[src/rtl/spi_cmd_pkg.sv]
package spi_cmd_pkg;

  localparam int ADDR_W = 2;
  localparam logic [ADDR_W-1:0] ADDR_DATA = 2'd0;
  localparam logic [ADDR_W-1:0] ADDR_CFG  = 2'd1;
  localparam logic [ADDR_W-1:0] ADDR_STAT = 2'd2;
  localparam int CFG_W = 5;

  // Configuration register; first field is the most significant bit (bit 4).
  typedef struct packed {
    logic irqEn;   // bit 4
    logic cpha;    // bit 3
    logic cpol;    // bit 2
    logic cmdBit;  // bit 1
    logic len9;    // bit 0
  } cfg_t;

  // Strobes from control to datapath.
  typedef struct packed {
    logic bufWrite;  // store write data in the transmit buffer
    logic load;      // move buffer into shift register
    logic shift;     // advance to next outgoing bit
    logic sample;    // capture miso
    logic finish;    // final clock edge of the frame
  } dp_ctl_t;

endpackage

[src/rtl/spi_cmd_ctrl.sv]
module spi_cmd_ctrl
  import spi_cmd_pkg::*;
#(
  parameter int DATA_W  = 8,
  parameter int CLK_DIV = 4
) (
  input  logic              clk,
  input  logic              rstN,
  input  logic              regWrEn,
  input  logic [ADDR_W-1:0] regAddr,
  input  logic [CFG_W-1:0]  cfgWrData,
  input  logic [DATA_W-1:0] rxData,
  output logic [DATA_W-1:0] regRdData,
  output logic              sclk,
  output logic              csN,
  output logic              irq,
  output logic              cmdBit,
  output logic              len9,
  output dp_ctl_t           ctl
);

  localparam int HALF      = CLK_DIV / 2;
  localparam int DIV_W     = (HALF > 1) ? $clog2(HALF) : 1;
  localparam int MAX_EDGES = 2 * (DATA_W + 1);
  localparam int EDGE_W    = $clog2(MAX_EDGES);

  cfg_t              cfgQ;
  logic              flagQ;
  logic              bufFull;
  logic              busyQ;
  logic              csNQ;
  logic              sclkInt;
  logic              len9Lat;
  logic [EDGE_W-1:0] edgeCnt;
  logic [EDGE_W-1:0] lastEdge;
  logic              tick;
  logic              frameEnd;
  logic              load;
  logic              leading;
  logic              dataWr;
  logic              cfgWr;
  logic              statWr;

  assign dataWr = regWrEn && (regAddr == ADDR_DATA);
  assign cfgWr  = regWrEn && (regAddr == ADDR_CFG);
  assign statWr = regWrEn && (regAddr == ADDR_STAT);

  // Half-period divider; a divide-by-two clock needs no counter.
  generate
    if (HALF > 1) begin : g_div
      logic [DIV_W-1:0] divCnt;
      always_ff @(posedge clk or negedge rstN) begin
        if (!rstN)                        divCnt <= '0;
        else if (!busyQ || load || tick)  divCnt <= '0;
        else                              divCnt <= divCnt + DIV_W'(1);
      end
      assign tick = busyQ && (divCnt == DIV_W'(HALF - 1));
    end else begin : g_nodiv
      assign tick = busyQ;
    end
  endgenerate

  assign lastEdge = len9Lat ? EDGE_W'(2 * (DATA_W + 1) - 1) : EDGE_W'(2 * DATA_W - 1);
  assign frameEnd = tick && (edgeCnt == lastEdge);
  assign load     = bufFull && (!busyQ || frameEnd);
  assign leading  = !edgeCnt[0];

  always_comb begin
    ctl          = '0;
    ctl.bufWrite = dataWr;
    ctl.load     = load;
    ctl.finish   = frameEnd;
    ctl.sample   = tick && (cfgQ.cpha ? !leading : leading);
    ctl.shift    = tick && !frameEnd &&
                   (cfgQ.cpha ? (leading && (edgeCnt != '0)) : !leading);
  end

  always_ff @(posedge clk or negedge rstN) begin
    if (!rstN) begin
      cfgQ    <= '0;
      flagQ   <= 1'b1;
      bufFull <= 1'b0;
      busyQ   <= 1'b0;
      csNQ    <= 1'b1;
      edgeCnt <= '0;
      sclkInt <= 1'b0;
      len9Lat <= 1'b0;
    end else begin
      if (cfgWr) cfgQ <= cfg_t'(cfgWrData);

      if (dataWr)                        flagQ <= 1'b0;
      else if (load)                     flagQ <= 1'b1;
      else if (statWr && cfgWrData[0])   flagQ <= 1'b0;

      if (dataWr)    bufFull <= 1'b1;
      else if (load) bufFull <= 1'b0;

      if (load) begin
        busyQ   <= 1'b1;
        csNQ    <= 1'b0;
        edgeCnt <= '0;
        sclkInt <= 1'b0;
        len9Lat <= cfgQ.len9;
      end else if (frameEnd) begin
        busyQ   <= 1'b0;
        csNQ    <= 1'b1;
        edgeCnt <= '0;
        sclkInt <= 1'b0;
      end else if (tick) begin
        edgeCnt <= edgeCnt + EDGE_W'(1);
        sclkInt <= ~sclkInt;
      end
    end
  end

  always_comb begin
    regRdData = '0;
    case (regAddr)
      ADDR_DATA: regRdData = rxData;
      ADDR_CFG:  regRdData[CFG_W-1:0] = cfgQ;
      ADDR_STAT: regRdData[1:0] = {busyQ, flagQ};
      default:   regRdData = '0;
    endcase
  end

  assign sclk   = sclkInt ^ cfgQ.cpol;
  assign csN    = csNQ;
  assign irq    = flagQ & cfgQ.irqEn;
  assign cmdBit = cfgQ.cmdBit;
  assign len9   = cfgQ.len9;

  assert_cs_tracks_busy_R10: assert property (@(posedge clk) disable iff (!rstN)
    busyQ == !csNQ);

  assert_sclk_idle_R7: assert property (@(posedge clk) disable iff (!rstN)
    !busyQ |-> !sclkInt);

  assert_flag_set_on_load_R2: assert property (@(posedge clk) disable iff (!rstN)
    (load && !dataWr) |=> flagQ);

  assert_w0_ignored_R3: assert property (@(posedge clk) disable iff (!rstN)
    (statWr && !cfgWrData[0] && !dataWr && flagQ) |=> flagQ);

  assert_edge_bound_R6: assert property (@(posedge clk) disable iff (!rstN)
    busyQ |-> (edgeCnt <= lastEdge));

  assert_reserved_zero_R11: assert property (@(posedge clk) disable iff (!rstN)
    (regAddr == ADDR_CFG) |-> (regRdData[DATA_W-1:CFG_W] == '0));

endmodule

[src/rtl/spi_cmd_dp.sv]
module spi_cmd_dp
  import spi_cmd_pkg::*;
#(
  parameter int DATA_W = 8
) (
  input  logic              clk,
  input  logic              rstN,
  input  dp_ctl_t           ctl,
  input  logic              cmdBit,
  input  logic              len9,
  input  logic [DATA_W-1:0] wrData,
  input  logic              miso,
  output logic              mosi,
  output logic [DATA_W-1:0] rxData,
  output logic              rxValid
);

  localparam int FRAME_W = DATA_W + 1;

  logic [DATA_W-1:0]  bufQ;
  logic [FRAME_W-1:0] shiftQ;
  logic [DATA_W-1:0]  rxShift;
  logic [DATA_W-1:0]  rxNext;
  logic [DATA_W-1:0]  rxDataQ;
  logic               rxValidQ;

  assign rxNext = ctl.sample ? {rxShift[DATA_W-2:0], miso} : rxShift;

  always_ff @(posedge clk or negedge rstN) begin
    if (!rstN) begin
      bufQ     <= '0;
      shiftQ   <= '0;
      rxShift  <= '0;
      rxDataQ  <= '0;
      rxValidQ <= 1'b0;
    end else begin
      if (ctl.bufWrite) bufQ <= wrData;

      if (ctl.load)        shiftQ <= len9 ? {cmdBit, bufQ} : {bufQ, 1'b0};
      else if (ctl.finish) shiftQ <= '0;
      else if (ctl.shift)  shiftQ <= {shiftQ[FRAME_W-2:0], 1'b0};

      if (ctl.sample) rxShift <= rxNext;
      if (ctl.finish) rxDataQ <= rxNext;
      rxValidQ <= ctl.finish;
    end
  end

  assign mosi    = shiftQ[FRAME_W-1];
  assign rxData  = rxDataQ;
  assign rxValid = rxValidQ;

  assert_rx_pulse_R9: assert property (@(posedge clk) disable iff (!rstN)
    rxValidQ |=> !rxValidQ);

endmodule

[src/rtl/spi_cmd_master.sv]
module spi_cmd_master
  import spi_cmd_pkg::*;
#(
  parameter int DATA_W  = 8,
  parameter int CLK_DIV = 4
) (
  input  logic              clk,
  input  logic              rstN,
  input  logic              regWrEn,
  input  logic [1:0]        regAddr,
  input  logic [DATA_W-1:0] regWrData,
  output logic [DATA_W-1:0] regRdData,
  output logic              sclk,
  output logic              mosi,
  input  logic              miso,
  output logic              csN,
  output logic              irq,
  output logic [DATA_W-1:0] rxData,
  output logic              rxValid
);

  dp_ctl_t ctl;
  logic    cmdBit;
  logic    len9;

  spi_cmd_ctrl #(.DATA_W(DATA_W), .CLK_DIV(CLK_DIV)) u_ctrl (
    .clk       (clk),
    .rstN      (rstN),
    .regWrEn   (regWrEn),
    .regAddr   (regAddr),
    .cfgWrData (regWrData[CFG_W-1:0]),
    .rxData    (rxData),
    .regRdData (regRdData),
    .sclk      (sclk),
    .csN       (csN),
    .irq       (irq),
    .cmdBit    (cmdBit),
    .len9      (len9),
    .ctl       (ctl)
  );

  spi_cmd_dp #(.DATA_W(DATA_W)) u_dp (
    .clk     (clk),
    .rstN    (rstN),
    .ctl     (ctl),
    .cmdBit  (cmdBit),
    .len9    (len9),
    .wrData  (regWrData),
    .miso    (miso),
    .mosi    (mosi),
    .rxData  (rxData),
    .rxValid (rxValid)
  );

endmodule

[config.mk]
export PLATFORM = sky130hd
export DESIGN_NAME = spi_cmd_master
export DESIGN_NICKNAME = d
export VERILOG_FILES = /design/src/rtl/spi_cmd_pkg.sv /design/src/rtl/spi_cmd_ctrl.sv /design/src/rtl/spi_cmd_dp.sv /design/src/rtl/spi_cmd_master.sv
export SDC_FILE = /design/constraint.sdc
export NUM_CORES = 1
export LEC_CHECK = 0
export CAP_MARGIN = 20
export CORE_ASPECT_RATIO = 0.8
export CORE_MARGIN = 4
export CORE_UTILIZATION = 30
export CTS_BUF_LIST = sky130_fd_sc_hd__clkbuf_16
export CTS_CLUSTER_DIAMETER = 30
export CTS_CLUSTER_SIZE = 10
export DETAILED_ROUTE_END_ITERATION = 8
export DONT_BUFFER_PORTS = 1
export PLACE_DENSITY = 0.5
export SLEW_MARGIN = 20
export SYNTH_ARGS = -nofsm -noshare
export SYNTH_HDL_FRONTEND = slang
export SYNTH_HIERARCHICAL = 1
export SYNTH_SLANG_ARGS = --single-unit
[constraint.sdc]
create_clock -name clk -period 2.5 [get_ports clk]
set_input_delay 0.25 -clock clk [delete_from_list [all_inputs] [get_ports clk]]
set_output_delay 0.25 -clock clk [all_outputs]
set_load 0.1 [all_outputs]
==> results of run 1 <==
sequential cells by signal, indices dropped and copies added (netlist names):
signal / flops
u_dp/bufQ: 8
u_ctrl/len9Lat: 1
u_dp/rxValid: 1
u_ctrl/edgeCnt: 5
u_ctrl/cfgQ: 3
u_ctrl/flagQ: 1
u_ctrl/g_div.divCnt: 1
u_ctrl/bufFull: 1
u_dp/rxShift: 8
u_ctrl/sclkInt: 1
u_dp/rxData: 8
u_dp/shiftQ: 9
u_ctrl/cmdBit: 1
u_ctrl/csN: 1
u_ctrl/len9: 1
u_ctrl/busyQ: 1
cell type report:
cell class,instances,area [um^2],share of cell area
timing repair buffer,25,210,0.0708
clock buffer,5,125,0.0422
inverter,5,18.8,0.00632
sequential,51,1280,0.431
tap,108,135,0.0455
multi-input combinational,137,1160,0.390
clock inverter,3,42.5,0.0143
per-layer routing:
metal	global-route usage	share of wire
met5	0	0
met3	0.0329	0.045
met1	0.166	0.52
met2	0.156	0.42
met4	0.0338	0.0087
worst max path at each step:
stage,cells after the start,slack [ns],start,end
2_1_floorplan,2,0.29,u_dp/rxData[0],regRdData[0]
3_3_place_gp,6,0.35,u_ctrl/edgeCnt[2],u_dp/shiftQ[8]
3_5_place_dp,6,0.30,u_ctrl/edgeCnt[2],u_dp/shiftQ[7]
4_1_cts,6,0.29,u_ctrl/edgeCnt[2],u_dp/shiftQ[7]
5_1_grt,7,0.12,u_ctrl/edgeCnt[0],u_dp/shiftQ[5]
6_report,6,0.28,u_ctrl/edgeCnt[2],u_dp/shiftQ[7]
critical path, cell delays in order (launching register included):
cell      delay [ns]
dfrtp_1         0.47
and4bb_1        0.26
a22oi_1         0.21
a22oi_1         0.11
nor2_1          0.68
mux2i_1         0.26
o22ai_1         0.10
report_power, final:
group / internal, W / leakage [nW] / switching, W
combinational: 0.000650 / 0.621 / 0.00126
sequential: 0.00114 / 0.608 / 0.000324
clock: 0.000472 / 0.0856 / 0.000297
total: 0.00226 / 1.31 / 0.00188
through the flow:
stage | std cells | cell area (um^2) | util | power [W] | worst slack [ns]
2_1_floorplan | 205 | 2530 | - | 0.00299 | 0.290
3_3_place_gp | 324 | 2760 | 0.343 | 0.00336 | 0.345
3_5_place_dp | 324 | 2760 | 0.343 | 0.00336 | 0.301
4_1_cts | 334 | 2970 | 0.368 | 0.00417 | 0.288
5_1_grt | 334 | 2970 | 0.368 | 0.00436 | 0.121
6_report | 334 | 2970 | 0.368 | 0.00414 | 0.278
cells in the mapped netlist, drive strengths merged:
library cell | number | area [um^2]
a21oi | 3 | 15.0
dfstp | 2 | 52.6
ha | 2 | 25.0
or2 | 2 | 12.5
nor3 | 1 | 5.00
o21ai | 9 | 45.0
nand3b | 2 | 15.0
a22oi | 2 | 15.0
and3 | 1 | 6.26
o21bai | 1 | 7.51
inv | 5 | 18.8
o22ai | 8 | 50.1
a32oi | 2 | 17.5
nand2 | 12 | 45.0
a22o | 1 | 8.76
and2 | 7 | 43.8
or4b | 1 | 10.0
clkbuf | 3 | 13.8
mux2 | 32 | 424
nand3 | 3 | 15.0
nor3b | 2 | 20.0
nand2b | 3 | 18.8
a21o | 1 | 7.51
xnor2 | 1 | 8.76
xor2 | 1 | 8.76
nor2 | 10 | 37.5
a31oi | 2 | 12.5
and4bb | 1 | 12.5
nand4 | 1 | 6.26
nor2b | 5 | 31.3
mux2i | 21 | 210
dfrtp | 49 | 1230
buf | 9 | 71.3
logic make-up (layout without fill, tap and decap cells):
| group | Yosys count | after routing |
|---|---|---|
| AND/OR/NAND/NOR | 51 | 51 |
| XOR/XNOR | 2 | 2 |
| adder cells (fa/ha/maj) | 2 | 2 |
| AO/OA/AOI/OAI | 29 | 29 |
| flip-flops | 51 | 51 |
| multiplexers | 53 | 53 |
| buffers and inverters | 17 | 38 |
==> reports/metrics.cfg, run 1 <==
[yosys]
netlist_instances = 205
yosys-mux-area-fraction = 0.252
synth_top_family_by_area = multiplexers
syn_area_um2 = 2520
ys_ff_latch = 51
synth_nets = 221
synth-compound-area-share = 0.0711
synth_xor_xnor_area_share = 0.00696
yosysUniqueCellTypes = 41
synth_warnings = 6
synthAdderAreaFrac = 0.00994
synthSimpleGateAreaFrac = 0.111
syn_avg_cell_area_um2 = 12.3
synth.yosys.seq_area_share = 0.508

[route]
drt_pass1_iterations = 4
drc = 0
viasPerCell = 4.75
drtAntennaViolNets = 0
wire_per_inst_um = 16.2
totalWireLength_mm = 5.40
drt_iter0_markers = 77
num_vias = 1586

[sta]
hold_viol = 0
period_minus_slack_ns = 2.22
finalCritPeriodShare = 0.889
fin_worst_skew_ns = 0.00514
max_freq_mhz = 450
final-max-slew-violation-count = 0
whs_ns = 0.108
setup_viol = 0
rsz0062_at_grt = false
tns_ns = 0
worstMarginPinSlew_ns = 0.890
relSlewSlack = 0.404

[place]
gp_congestion = 0.731
hpwlAfterDp_mm = 3.72
port_buffers = 0

[critical_path]
reg2reg_slack_ns = 0.28
arrival_ns = 2.38
crit_fanout = 9
crit_required_ns = 2.66
endpoint_kind = flop
worst_setup_path_start_kind = flop
reg2reg_from = u_ctrl/edgeCnt[2]
rr_endpoint = u_dp/shiftQ[7]
ff2ff_path_depth = 6
crit_type = reg -> reg

[clock_tree]
ctsResizeCount = 0
tritoncts = yes
h-tree-depth = 2
clock_insertion_delay_worst_skew_ns = 0.29
hold_buffers = 2
clock_sinks = 51
clk_path_buf_depth = 2
clk_pin_slew_worst_paths_ns = 0.07
cts_made_buffers = 5
root_buffer = clkbuf_16
post_cts_buffers = 0

[final_layout]
finalNetCount = 241
diodes = 0
final_common_cell = dfrtp_1
layout-drive-gt1-share = 0.323
final_cell_mix = 49 x dfrtp_1, 23 x buf_4, 21 x mux2i_1
area_delta_synth_final_pct = 17.9
fill_cells = 806

[global_route]
grt.total_usage = 0.112
grt_pass1_wl_mm = 8.91
grt_max_degree = 52
antenna_found_initial = 0
grt_pass1_vias = 1576
grt-ovfl-total = 0

[floorplanning]
die_y_um = 89.9
die_x_um = 110
num_rows = 29
core_um2 = 8060
ios = 35
dieArea_um2 = 9930
initial_utilization = 0.313

[pwr]
power_density_nw_per_um2 = 1400
ir_worst_vdd_mv = 0.694
p_leak_nw = 1.31

[job]
maxCapViolCount = 0

[min_path]
hold_path_depth = 1
hold_end = u_ctrl/len9
hp-start = regWrData[0]
hold_path_class = in -> reg

[outcome]
status = finished clean

Power figures use the tool's default switching activity.
==> run 2, diff against run 1 <==
Settings changed: CORE_UTILIZATION 30 to 40, PLACE_DENSITY 0.5 to 0.6.
==> reports/metrics.cfg, run 2 (synthesized netlist as in run 1, its figures left out) <==
[floorplanning]
dieArea_um2 = 7630  ; was 9930 um^2
num_rows = 25  ; was 29
die_x_um = 96.7  ; was 110 um
initial_utilization = 0.419  ; was 0.313
core_um2 = 6010  ; was 8060 um^2
die_y_um = 79.0  ; was 89.9 um
ios = 35  ; unchanged

[global_route]
grt_pass1_wl_mm = 8.63  ; was 8.91 mm
grt_pass1_vias = 1632  ; was 1576
grt_max_degree = 52  ; unchanged
antenna_found_initial = 0  ; unchanged
grt.total_usage = 0.142  ; was 0.112
grt-ovfl-total = 0  ; unchanged

[route]
totalWireLength_mm = 5.02  ; was 5.40 mm
drc = 0  ; unchanged
drt_iter0_markers = 58  ; was 77
viasPerCell = 5.13  ; was 4.75
drt_pass1_iterations = 4  ; unchanged
wire_per_inst_um = 16.3  ; was 16.2 um
drtAntennaViolNets = 0  ; unchanged
num_vias = 1575  ; was 1586

[sta]
finalCritPeriodShare = 0.883  ; was 0.889
relSlewSlack = 0.420  ; was 0.404
max_freq_mhz = 453  ; was 450 MHz
period_minus_slack_ns = 2.21  ; was 2.22 ns
tns_ns = 0  ; unchanged
rsz0062_at_grt = false  ; unchanged
final-max-slew-violation-count = 0  ; unchanged
hold_viol = 0  ; unchanged
setup_viol = 0  ; unchanged
fin_worst_skew_ns = 0.00471  ; was 0.00514 ns
worstMarginPinSlew_ns = 0.870  ; was 0.890 ns

[job]
maxCapViolCount = 0  ; unchanged

[place]
gp_congestion = 0.887  ; was 0.731
dpl-instance-area_um2 = 2730  ; was 2760 um^2
hpwlAfterDp_mm = 3.55  ; was 3.72 mm
dp.cells = 297  ; was 324
port_buffers = 0  ; unchanged

[clock_tree]
root_buffer = clkbuf_16  ; unchanged
clk_pin_slew_worst_paths_ns = 0.07  ; about the same
clk_path_buf_depth = 2  ; unchanged
tritoncts = yes  ; unchanged
post_cts_buffers = 0  ; unchanged
clock_sinks = 51  ; unchanged
h-tree-depth = 2  ; unchanged
clock_insertion_delay_worst_skew_ns = 0.29  ; about the same
ctsResizeCount = 0  ; unchanged
cts_made_buffers = 5  ; unchanged

[final_layout]
design_area_um2 = 2910  ; was 2970 um^2
diodes = 0  ; unchanged
final_cells = 307  ; was 334
layout-drive-gt1-share = 0.319  ; was 0.323
top_register = u_dp/shiftQ  ; unchanged
largest_reg_flops = 9  ; unchanged
area_delta_synth_final_pct = 15.5  ; was 17.9%
final_core_util = 0.484  ; was 0.368
final_cell_mix = 49 x dfrtp_1, 23 x buf_4, 21 x mux2i_1  ; unchanged
final_common_cell = dfrtp_1  ; unchanged
finalNetCount = 241  ; unchanged

[critical_path]
crit_type = reg -> reg  ; unchanged
slowest_delay_ns = 0.66  ; was 0.68 ns
endpoint_kind = flop  ; unchanged
crit_fanout = 9  ; unchanged
worst_setup_path_start_kind = flop  ; unchanged
reg2reg_slack_ns = 0.29  ; was 0.28 ns
cp_slowest_cell = nor2_1  ; unchanged
crit_path_cell_trace = and4bb_1 > a22oi_1 > a22oi_1 > nor2_1 > mux2i_1 > o22ai_1  ; unchanged
arrival_ns = 2.37  ; was 2.38 ns
crit_required_ns = 2.67  ; was 2.66 ns
reg2reg_from = u_ctrl/edgeCnt[2]  ; unchanged
rr_endpoint = u_dp/shiftQ[7]  ; unchanged
ff2ff_path_depth = 6  ; unchanged
cpMostUsedCell = a22oi_1  ; unchanged

[pwr]
p_leak_nw = 1.30  ; was 1.31 nW
ir_worst_vdd_mv = 0.642  ; was 0.694 mV
power_density_nw_per_um2 = 1390  ; was 1400 nW/um^2

[min_path]
hp-start = regWrData[1]  ; was regWrData[0]
hold_path_depth = 1  ; unchanged
hold_path_class = in -> reg  ; unchanged
hold_end = u_ctrl/cmdBit  ; was u_ctrl/len9

[outcome]
status = finished clean  ; unchanged

## run 2: worst max path at each step
| stage | start | to | slack, ns | cells past startpoint |
|---|---|---|---|---|
| 2_1_floorplan | u_dp/rxData[0] | regRdData[0] | 0.29 | 2 |
| 4_1_cts | u_ctrl/edgeCnt[2] | u_dp/shiftQ[5] | 0.27 | 6 |
| 6_report | u_ctrl/edgeCnt[2] | u_dp/shiftQ[7] | 0.29 | 6 |
| 3_3_place_gp | u_ctrl/edgeCnt[0] | u_dp/shiftQ[2] | 0.29 | 7 |
| 5_1_grt | u_ctrl/edgeCnt[0] | u_dp/shiftQ[4] | 0.1 | 7 |
| 3_5_place_dp | u_ctrl/edgeCnt[0] | u_dp/shiftQ[5] | 0.30 | 7 |
## run 2: per-stage QoR
stage	setup WS (ns)	hold WS, ns	total power [W]
final	0.293	0.107	0.00403
after global routing	0.0967	0.0953	0.00426
after CTS	0.275	0.100	0.00406
after detailed placement	0.295	-0.0428	0.00337
after global placement	0.291	-0.0433	0.00334
after floorplan	0.290	-0.0456	0.00299
## run 2: cell type report
type | instances | area [um^2]
inverters | 5 | 18.8
clock buffers | 5 | 125
clock inverters | 3 | 16.3
repair buffers | 25 | 210
multi-input cells | 137 | 1160
flip-flops and latches | 51 | 1280
well taps | 81 | 101
fillers | 553 | 3100
## run 2: worst max-delay path, delay by kind of cell, from the launching register on
| kind | cells | cell delay, ns |
|---|---|---|
| AOI/OAI and AO/OA | 3 | 0.41 |
| DFF | 1 | 0.47 |
| muxes | 1 | 0.27 |
| and+or+nand+nor | 2 | 0.93 |
## run 2: routing by layer
| metal | up-vias | GRT usage | wire length (um) | part of all wire |
|---|---|---|---|---|
| met5 | - | 0 | 0 | 0 |
| met2 | 28 | 0.202 | 2160 | 0.43 |
| met3 | 4 | 0.0527 | 293 | 0.058 |
| li1 | 775 | - | - | - |
| met4 | 0 | 0.0379 | 42 | 0.0084 |
| met1 | 768 | 0.202 | 2520 | 0.50 |
## run 2: repair_timing
action | CTS | global route
hold buffers | 2 | 0
setup endpoints to repair | 0 | 0
endpoints found under the hold margin | 51 | 0
## run 2: where the power goes
group / switching, W / internal, W / total [W]
clock network: 0.000291 / 0.000366 / 0.000657
logic: 0.00126 / 0.000650 / 0.00191
registers: 0.000317 / 0.00114 / 0.00146
==> run 3, diff against run 2 <==
Settings changed: HOLD_SLACK_MARGIN from default to 0.03, REMOVE_ABC_BUFFERS from default to 1.
==> reports/metrics.cfg, run 3 (synthesized netlist as in run 1, its figures left out) <==
[sta]
worstMarginPinSlew_ns = 0.867  ; was 0.870 ns
relSlewSlack = 0.423  ; was 0.420
fin_worst_skew_ns = 0.00780  ; was 0.00471 ns
period_minus_slack_ns = 2.19  ; was 2.21 ns
final-max-slew-violation-count = 0  ; unchanged
fin_ws_ns = 0.311  ; was 0.293 ns
finalCritPeriodShare = 0.875  ; was 0.883
setup_viol = 0  ; unchanged
hold_viol = 0  ; unchanged
rsz0062_at_grt = false  ; unchanged
max_freq_mhz = 457  ; was 453 MHz

[pwr]
switching_share = 0.464  ; was 0.465
p_seq_frac = 0.363  ; was 0.362
ir_worst_vdd_mv = 0.731  ; was 0.642 mV
power_density_nw_per_um2 = 1380  ; was 1390 nW/um^2
p_clk_frac = 0.163  ; about the same
power_frac_comb = 0.474  ; was 0.475
power.switching_w = 0.00187  ; about the same
p_leak_nw = 1.31  ; was 1.30 nW
power.total_w = 0.00403  ; about the same
intPower_w = 0.00216  ; about the same

[global_route]
grt.total_usage = 0.138  ; was 0.142
grt_pass1_wl_mm = 8.41  ; was 8.63 mm
antenna_found_initial = 0  ; unchanged
grt_pass1_vias = 1589  ; was 1632
grt-ovfl-total = 0  ; unchanged
grt_max_degree = 52  ; unchanged

[critical_path]
slowest_delay_ns = 0.64  ; was 0.66 ns
ff2ff_path_depth = 7  ; was 6
worst_setup_path_start_kind = flop  ; unchanged
cp_slowest_cell = nor2_1  ; unchanged
startpoint = u_ctrl/edgeCnt[0]  ; was u_ctrl/edgeCnt[2]
arrival_ns = 2.35  ; was 2.37 ns
crit_path_cell_trace = inv_1 > ha_1 > or4b_2 > a22oi_1 > nor2_1 > mux2i_1 > o22ai_1  ; was and4bb_1 > a22oi_1 > a22oi_1 > nor2_1 > mux2i_1 > o22ai_1
rr_endpoint = u_dp/shiftQ[3]  ; was u_dp/shiftQ[7]
critPathCapture = u_dp/shiftQ[3]  ; was u_dp/shiftQ[7]
endpoint_kind = flop  ; unchanged
reg2reg_from = u_ctrl/edgeCnt[0]  ; was u_ctrl/edgeCnt[2]
crit_required_ns = 2.66  ; was 2.67 ns
crit_type = reg -> reg  ; unchanged
reg2reg_slack_ns = 0.31  ; was 0.29 ns
crit_fanout = 10  ; was 9

[final_layout]
diodes = 0  ; unchanged
final_common_cell = dfrtp_1  ; unchanged
design_area_um2 = 2920  ; was 2910 um^2
final_cell_mix = 49 x dfrtp_1, 24 x buf_4, 21 x mux2i_1  ; was 49 x dfrtp_1, 23 x buf_4, 21 x mux2i_1
layout-drive-gt1-share = 0.326  ; was 0.319
finalNetCount = 242  ; was 241
largest_reg_flops = 9  ; unchanged
final_core_util = 0.486  ; was 0.484
top_register = u_dp/shiftQ  ; unchanged
fill_cells = 555  ; was 553
area_delta_synth_final_pct = 16.0  ; was 15.5%

[route]
drtAntennaViolNets = 0  ; unchanged
met1_length_mm = 2.51  ; was 2.52 mm
wl_met2_mm = 2.06  ; was 2.16 mm
wire_per_inst_um = 15.9  ; was 16.3 um
drt_iter0_markers = 71  ; was 58
drt_pass1_iterations = 4  ; unchanged
totalWireLength_mm = 4.91  ; was 5.02 mm
viasPerCell = 5.15  ; was 5.13
drc = 0  ; unchanged
num_vias = 1585  ; was 1575
wl_met3_um = 308  ; was 293 um
top_layer_used = met4  ; unchanged

[place]
dpl-instance-area_um2 = 2740  ; was 2730 um^2
place_ws_ns = 0.331  ; was 0.295 ns
hpwlAfterDp_mm = 3.50  ; was 3.55 mm
gp_congestion = 0.778  ; was 0.887
port_buffers = 0  ; unchanged

[floorplanning]
initial_utilization = 0.419  ; unchanged
core_um2 = 6010  ; unchanged
die_y_um = 79.0  ; unchanged
ios = 35  ; unchanged
num_rows = 25  ; unchanged
die_x_um = 96.7  ; unchanged
dieArea_um2 = 7630  ; unchanged

[outcome]
status = finished clean  ; unchanged

[clock_tree]
clk_path_buf_depth = 2  ; unchanged
clock_sinks = 51  ; unchanged
h-tree-depth = 2  ; unchanged
tritoncts = yes  ; unchanged
cts_made_buffers = 5  ; unchanged
root_buffer = clkbuf_16  ; unchanged
post_cts_buffers = 0  ; unchanged
clk_pin_slew_worst_paths_ns = 0.06  ; was 0.07 ns
clock_insertion_delay_worst_skew_ns = 0.29  ; about the same

[min_path]
hold_path_class = in -> reg  ; unchanged

[job]
maxCapViolCount = 0  ; unchanged

-- run 3: area by class of cell --
class	count	area, um^2	share of cell area
Clock buffer	5	125	0.0429
Inverter	5	18.8	0.00643
Sequential cell	51	1280	0.438
Timing Repair Buffer	26	218	0.0746
Multi-Input combinational cell	137	1160	0.396
Tap cell	81	101	0.0347
Clock inverter	3	20.0	0.00686
-- run 3: power by group through the flow --
stage               Sequential [W]  Combinational [W]  Clock (W)
floorplan                  0.00195            0.00101          0
global placement           0.00146            0.00188          0
detailed placement         0.00147            0.00189          0
CTS                        0.00146            0.00192   0.000685
global route               0.00151            0.00203   0.000723
finish                     0.00146            0.00191   0.000658
-- run 3: worst min path at each step --
stage	end	from	cells after the start	slack, ns
floorplan	u_ctrl/bufFull	rstN	0	-0.05
global placement	u_dp/shiftQ[8]	rstN	0	-0.04
detailed placement	u_dp/shiftQ[8]	rstN	0	-0.04
CTS	u_dp/bufQ[5]	regWrData[5]	1	0.11
global route	u_dp/bufQ[2]	regWrData[2]	1	0.10
finish	u_ctrl/cfgQ[4]	regWrData[4]	1	0.11
-- run 3: worst max-delay path, delay by kind of cell (launching register included) --
family          cells  cell delay [ns]
compound gates      2             0.14
mux                 1             0.30
flops               1             0.50
fa+ha+maj           1             0.19
simple gates        2             0.83
buf+inv             1             0.10
-- run 3: layer usage --
metal / track usage / vias to the layer above
met4: 0.0421 / 0
li1: - / 765
met3: 0.0386 / 5
met2: 0.188 / 40
met1: 0.210 / 775
met5: 0 / -
-- run 3: stage by stage --
stage               std cells  hold slack [ns]  setup TNS (ns)
floorplan                 193          -0.0456           -2.21
global placement          298          -0.0442               0
detailed placement        298          -0.0436               0
CTS                       308            0.107               0
global route              308            0.105               0
finish                    308            0.113               0
-- run 3: what timing repair did --
action | 4_1_cts | 5_1_grt
hold buffers | 2 | 0
hold endpoints to repair | 51 | 0
gates resized for setup | 0 | 0
